`src/rtl/fcd_pkg.sv`:
```
package fcd_pkg;

  localparam int MODE_W  = 3;
  localparam int PHASE_W = 2;

  typedef enum logic [MODE_W-1:0] {
    CM_NONE      = 3'd0,
    CM_QUARTER   = 3'd1,
    CM_HALF      = 3'd2,
    CM_HALF_ODD  = 3'd3,
    CM_HALF_EVEN = 3'd4,
    CM_ODD       = 3'd5,
    CM_EVEN      = 3'd6,
    CM_ALL       = 3'd7
  } cap_mode_e;

  // Whether this field advances the decimation phase in the given mode.
  function automatic logic field_counts(input cap_mode_e m, input logic odd);
    case (m)
      CM_HALF_ODD:  return odd;
      CM_HALF_EVEN: return !odd;
      default:      return 1'b1;
    endcase
  endfunction

  // Capture decision from mode, parity and phase before advancing.
  function automatic logic take_field(input cap_mode_e m, input logic odd,
                                      input logic [PHASE_W-1:0] ph);
    case (m)
      CM_NONE:      return 1'b0;
      CM_QUARTER:   return ph == '0;
      CM_HALF:      return !ph[0];
      CM_HALF_ODD:  return odd && !ph[0];
      CM_HALF_EVEN: return !odd && !ph[0];
      CM_ODD:       return odd;
      CM_EVEN:      return !odd;
      default:      return 1'b1;
    endcase
  endfunction

endpackage

```
`src/rtl/fcd_cfg_regs.sv`:
```
module fcd_cfg_regs
  import fcd_pkg::*;
(
  input  logic            clk,
  input  logic            rst_n,
  input  logic            we_i,
  input  logic [MODE_W-1:0] mode_i,
  input  logic            oe_i,
  output cap_mode_e       mode_q,
  output logic            oe_q
);
  always_ff @(posedge clk) begin
    if (!rst_n) begin
      mode_q <= CM_NONE;
      oe_q   <= 1'b0;
    end else if (we_i) begin
      mode_q <= cap_mode_e'(mode_i);
      oe_q   <= oe_i;
    end
  end
endmodule

```
`src/rtl/fcd_mode_track.sv`:
```
module fcd_mode_track
  import fcd_pkg::*;
(
  input  logic      clk,
  input  logic      rst_n,
  input  logic      field_start_i,
  input  cap_mode_e cfg_mode_i,
  output cap_mode_e active_q,
  output logic      restart_o
);
  // Restart the phase when a field begins under a different mode.
  assign restart_o = field_start_i && (cfg_mode_i != active_q);

  always_ff @(posedge clk) begin
    if (!rst_n)             active_q <= CM_NONE;
    else if (field_start_i) active_q <= cfg_mode_i;
  end
endmodule

```
`src/rtl/fcd_phase.sv`:
```
module fcd_phase
  import fcd_pkg::*;
(
  input  logic               clk,
  input  logic               rst_n,
  input  logic               field_start_i,
  input  logic               restart_i,
  input  logic               count_i,
  output logic [PHASE_W-1:0] base_o,
  output logic [PHASE_W-1:0] phase_q
);
  assign base_o = restart_i ? '0 : phase_q;

  always_ff @(posedge clk) begin
    if (!rst_n)             phase_q <= '0;
    else if (field_start_i) phase_q <= count_i ? base_o + 1'b1 : base_o;
  end
endmodule

```
`src/rtl/field_capture_gate.sv`:
```
module field_capture_gate
  import fcd_pkg::*;
(
  input  logic              clk,
  input  logic              rst_n,
  input  logic              cfg_we_i,
  input  logic [MODE_W-1:0] cfg_mode_i,
  input  logic              cfg_oe_i,
  input  logic              field_start_i,
  input  logic              field_odd_i,
  input  logic              pix_valid_i,
  output logic              cap_valid_o,
  output logic              dvalid_o,
  output logic              out_en_o
);
  cap_mode_e          mode_cfg;
  cap_mode_e          mode_act;
  logic               phase_restart;
  logic               phase_count;
  logic [PHASE_W-1:0] phase_base;
  logic [PHASE_W-1:0] phase_cur;
  logic               take_now;

  fcd_cfg_regs u_cfg (
    .clk(clk), .rst_n(rst_n), .we_i(cfg_we_i), .mode_i(cfg_mode_i),
    .oe_i(cfg_oe_i), .mode_q(mode_cfg), .oe_q(out_en_o)
  );

  fcd_mode_track u_track (
    .clk(clk), .rst_n(rst_n), .field_start_i(field_start_i),
    .cfg_mode_i(mode_cfg), .active_q(mode_act), .restart_o(phase_restart)
  );

  assign phase_count = field_counts(mode_cfg, field_odd_i);

  fcd_phase u_phase (
    .clk(clk), .rst_n(rst_n), .field_start_i(field_start_i),
    .restart_i(phase_restart), .count_i(phase_count),
    .base_o(phase_base), .phase_q(phase_cur)
  );

  assign take_now = take_field(mode_cfg, field_odd_i, phase_base);

  always_ff @(posedge clk) begin
    if (!rst_n)             cap_valid_o <= 1'b0;
    else if (field_start_i) cap_valid_o <= take_now;
  end

  assign dvalid_o = pix_valid_i & cap_valid_o;
endmodule

```
`config.mk`:
```
export PLATFORM = sky130hd
export DESIGN_NAME = field_capture_gate
export DESIGN_NICKNAME = d
export VERILOG_FILES = /design/src/rtl/fcd_pkg.sv /design/src/rtl/fcd_cfg_regs.sv /design/src/rtl/fcd_mode_track.sv /design/src/rtl/fcd_phase.sv /design/src/rtl/field_capture_gate.sv
export SDC_FILE = /design/constraint.sdc
export NUM_CORES = 1
export LEC_CHECK = 0
export ABC_CLOCK_PERIOD_IN_PS = 4900
export BUFFER_PORTS_ARGS = -buffer_cell sky130_fd_sc_hd__buf_2
export CAP_MARGIN = 5
export CORE_AREA = 2 2 39 41
export DETAILED_ROUTE_END_ITERATION = 10
export DIE_AREA = 0 0 41 43
export MAX_ROUTING_LAYER = met4
export PLACE_DENSITY_LB_ADDON = 0.3
export SLEW_MARGIN = 20
export SYNTH_ARGS = -nofsm -noshare
export SYNTH_HDL_FRONTEND = slang
export SYNTH_SLANG_ARGS = --single-unit
```
`constraint.sdc`:
```
create_clock -name clk -period 4.9 [get_ports clk]
set_clock_uncertainty 0.1 [all_clocks]
set_input_delay 1.47 -clock clk [delete_from_list [all_inputs] [get_ports clk]]
set_output_delay 1.47 -clock clk [all_outputs]
set_load 0.01 [all_outputs]
```
=== Word-level counts from Yosys, hierarchy flattened ===
Cells that the tools add are included.

* Register bits: 10
* Output and inout port bits: 3

* $add $sub $neg: 1
* Equal/unequal tests: 7
* Mux-type cells: 4
* Bitwise logic cells: 1
* Reductions and logical operators: 7

{| class="wikitable"
|+ Operator list
! cell !! number
|-
| == test 3 bit, second input constant || 3
|-
| case mux 1 bit (7 select lines) || 1
|-
| == test 3 x 2 -> 1 bit, second input constant || 2
|-
| two-way mux 2 bit || 2
|-
| == test 3 x 1 -> 1 bit, second input constant || 1
|-
| logical AND 1 bit || 3
|-
| zero test 3 bit || 1
|-
| != test 3 bit || 1
|-
| adder 2 x 1 -> 2 bit, second input constant || 1
|-
| zero test 1 bit || 2
|-
| zero test 2 bit || 1
|-
| case mux 1 bit (2 select lines) || 1
|-
| bitwise AND 1 bit || 1
|}

=== Depth between registers and ports, before layout ===
* Word-level depth: 6
* Mapped depth: 10

=== By module ===
From an unflattened synthesis, not the netlist that was laid out.

* Cell total of the unflattened synthesis: 54
* Area, all modules: 549.3 µm²

{| class="wikitable"
|+ By module, submodules not included
! module !! instances !! cells an instance !! area each (µm²)
|-
| fcd_cfg_regs || 1 || 13 || 156.4
|-
| fcd_mode_track || 1 || 13 || 143.9
|-
| field_capture_gate || 1 || 15 || 132.6
|-
| fcd_phase || 1 || 13 || 116.4
|}

=== Worst setup path after synthesis ===
OpenSTA, ideal clock, no wires.

* Path kind: input-to-output
* From: input pix_valid_i
* To: output dvalid_o
* Data arrival time: 1,635 ps
* Data required time: 3,330 ps
* Slack: 1,695 ps
* Stages: 1
* Cell sequence: and2_1

* Cells in the longest elaborated chain, start to end: 1

{| class="wikitable"
|+ RTL lines
! item !! line !! text
|-
| start: declaration || field_capture_gate.sv:11 || <nowiki>input logic pix_valid_i,</nowiki>
|-
| bitwise AND 1 bit || field_capture_gate.sv:49 || <nowiki>assign dvalid_o = pix_valid_i & cap_valid_o;</nowiki>
|-
| end: declaration || field_capture_gate.sv:13 || <nowiki>output logic dvalid_o,</nowiki>
|}

No other way between the ends.

=== Final worst setup path ===
Same ends and word-level chain as after synthesis.

==> results list <==
- Each instance of the synthesized netlist takes up on average 10.2 um2.
* Vert. Die Dim: approximately 43 um
* Inserted Clock Buffers: 3
- Once detailed placement completed, the half-perimeter wirelength came to around 700 um.
- Via-per-instance ratio: 5.01
* Site row count: 14
- Min cycle time layout: between 3 and 4 ns
- In this run the worst path has a maximum fanout of 1.
- Number of antenna violations at the first check in global routing: 0
* Core Region: 1380 um2
* Sum of negative setup slack: 0 ns
- Max-slew violation total from the final report: 0
* Dominant synthesized flop cell: sky130_fd_sc_hd__dfxtp_1
- For this design the ratio of total power to cell area is 294 nW/um2.
* Area added between synthesis and finish: 11.4%
* Final weighted congestion of routability-driven global placement: 0.682
* Crit share post-route: 0.693
* Clock network latency to the later pin of the worst-skew pair: 0.26 ns
- The net count of the finished layout is a little over 80.
- CTS built an H-tree with a depth of 1.
- Detailed Routing Iterations Pass 1: 4
- Clock transition time at the flip-flop clock pins of the worst setup and hold paths: approximately 0.060 ns
* Flops & latches, synth: 10
* TritonCTS sink count: 10
- The tightest min-delay check is of the reg2reg type.
- The finished cells cover 696 um2.
- The library cell used most frequently in the layout, excluding fill and tap cells, is sky130_fd_sc_hd__buf_2.
- The count of cells in the finished layout, fillers not included, comes to 87.
- # diodes: 0
- Derived from the worst setup path, the maximum achievable clock frequency is between 200 and 300 MHz.
- Overall die area: 1760 um2
- Post-Place Cell Area: 659 um2
- Number of endpoints with negative hold slack in the final report: 0
- After synthesis, the share of flip-flops with an asynchronous set or reset is 0.
- Cell count after placement: 83
* Post-detailed-route DRC marker count: 0
* Worst path cell trace: buf_2 > and2_1 > buf_2
- The number of gates resized after CTS was 0.
* Cell at the root of the clock tree: sky130_fd_sc_hd__clkbuf_4
* Cell with the largest stage delay on the worst path: sky130_fd_sc_hd__and2_1
* Total routing resource utilization after global routing: 0.151
* Cell repeated most along the worst path: sky130_fd_sc_hd__buf_2
- Across the VDD grid, the largest voltage drop is 0.173 mV.
* DRC marker count from the first detailed-route iteration: 5
* Die extent in x: 41 um
- Stage delay of the slowest cell on the critical path: about 0.13 ns
- At the pin with the least slew margin, the transition time is approximately 0.4 ns.
* Result of the run: complete, no violations
* Number of maximum-capacitance constraint violations: 0
- The critical path is of the in2out type.
* Relative slew margins: 0.734
- The first global-routing pass estimated 1730 um of wire.
- Hold buffer count at CTS: 0
- Effective utilization at floorplan: 0.451
- The routed design has 942 um of wire.
- For this design the top-level I/O count stands at 13.
- Final setup violation count: 0
- After clock tree synthesis, the setup repair step added 0 buffers.
- Of the cells placed in the final design, the portion with a size suffix greater than 1 is 0.324.
- Pin count of the biggest net entering global routing: 12
- For the worst setup path, the data required time is 3.33 ns.
- In this run the remaining antenna-violating nets after routing total 0.
* CTS tree: built
- Post-synth cell types: 27
* Grt total ovfl: 0
* Post-synth EDFFs: 0
- Synthesized net count: between 70 and 80
* Via count: 436
* Sequential element share of the synthesized area: 0.321
* Reported leakage power: 0.281 nW
- In this run the deepest clock path goes through 2 buffers.
- Yosys printed 0 warnings.
* CP arrival: about 1.8 ns
- The synthesized netlist occupies a cell area of 624 um2.
- The worst setup path is captured at an output pin.
- PortBufs: 12
* Unrepaired setup endpoints after global routing: false
- Across all hold checks on the routed design, the worst slack comes to 0.398 ns.
- Routed length per instance: 10.8 um
* Most frequent cells in the layout: 12 x sky130_fd_sc_hd__buf_2, 10 x sky130_fd_sc_hd__dfxtp_1, 7 x sky130_fd_sc_hd__mux2i_1, 7 x sky130_fd_sc_hd__nor2b_1, 5 x sky130_fd_sc_hd__nand2_1
- Cells after Synth: between 60 and 70
- The number of global-route vias before repair was ~420.
* Crit path max-delay family: buffers and inverters
- Type of element launching the critical path: input pin
* Number of buffers and inverters on the critical path: 2
==> final timing paths <==
path	slack [ns]	start	end	depth (start not counted)
max	1.51	pix_valid_i	dvalid_o	3
min	0.40	u_phase.phase_q[1]$_SDFFE_PN0P_	u_phase.phase_q[1]$_SDFFE_PN0P_	1
max reg2reg	3.10	u_cfg.mode_q[2]$_SDFFE_PN0P_	u_phase.phase_q[1]$_SDFFE_PN0P_	8
min reg2reg	0.40	u_phase.phase_q[1]$_SDFFE_PN0P_	u_phase.phase_q[1]$_SDFFE_PN0P_	1
==> synth_stat cells, drive strengths merged, types with 2 or more instances <==
cell type   n  share of area
xnor2       3          0.054
o21ai       2          0.016
inv         3          0.018
nor2b       9           0.11
nand2       5          0.030
clkbuf      2          0.012
mux2i       7           0.11
buf         4          0.060
and2        2          0.020
a41oi       2          0.052
dfxtp      10           0.32
==> power breakdown <==
part	total (W)	internal, W	switching, W
Combinational	0.0000381	0.0000199	0.0000182
Clock	0.0000726	0.0000451	0.0000275
Sequential	0.0000935	0.0000869	0.00000665
==> sequential cells by signal, indices dropped and copies added, names as in the netlist <==
| signal | count |
|---|---|
| cap_valid_o | 1 |
| u_cfg.mode_q | 3 |
| u_cfg.oe_q | 1 |
| u_phase.phase_q | 2 |
| u_track.active_q | 3 |
==> per-stage QoR <==
stage / utilization / total power, W / setup slack [ns]
after floorplan: - / 0.000127 / 1.70
after global placement: 0.476 / 0.000133 / 1.51
after detailed placement: 0.476 / 0.000134 / 1.50
after CTS: 0.503 / 0.000208 / 1.50
after global routing: 0.503 / 0.000219 / 1.47
final: 0.503 / 0.000204 / 1.51
==> per-layer routing <==
layer	track usage	wire length [um]	vias to the layer above
met5	-	0	-
met2	0.184	424	5
li1	-	-	229
met1	0.207	474	200
met4	0.100	12	0
met3	0.0471	31	2
==> layout make-up <==
cell class	instances	area (um2)
clock buffers	4	36.3
fillers	138	688
inverters	3	11.3
multi-input cells	42	368
flip-flops and latches	10	200
well taps	16	20.0
repair buffers	12	60.1
==> cells by family (layout without fill, tap and decap cells) <==
group	after synthesis	after routing	share of synthesized area
buffers and inverters	9	19	0.0902
adders and majority gates	1	1	0.0200
DFF	10	10	0.321
xor gates and xnor gates	4	4	0.0682
muxes	7	7	0.112
AOI/OAI and AO/OA	8	8	0.164
and+or+nand+nor	22	22	0.224
Power figures use the tool's default switching activity.
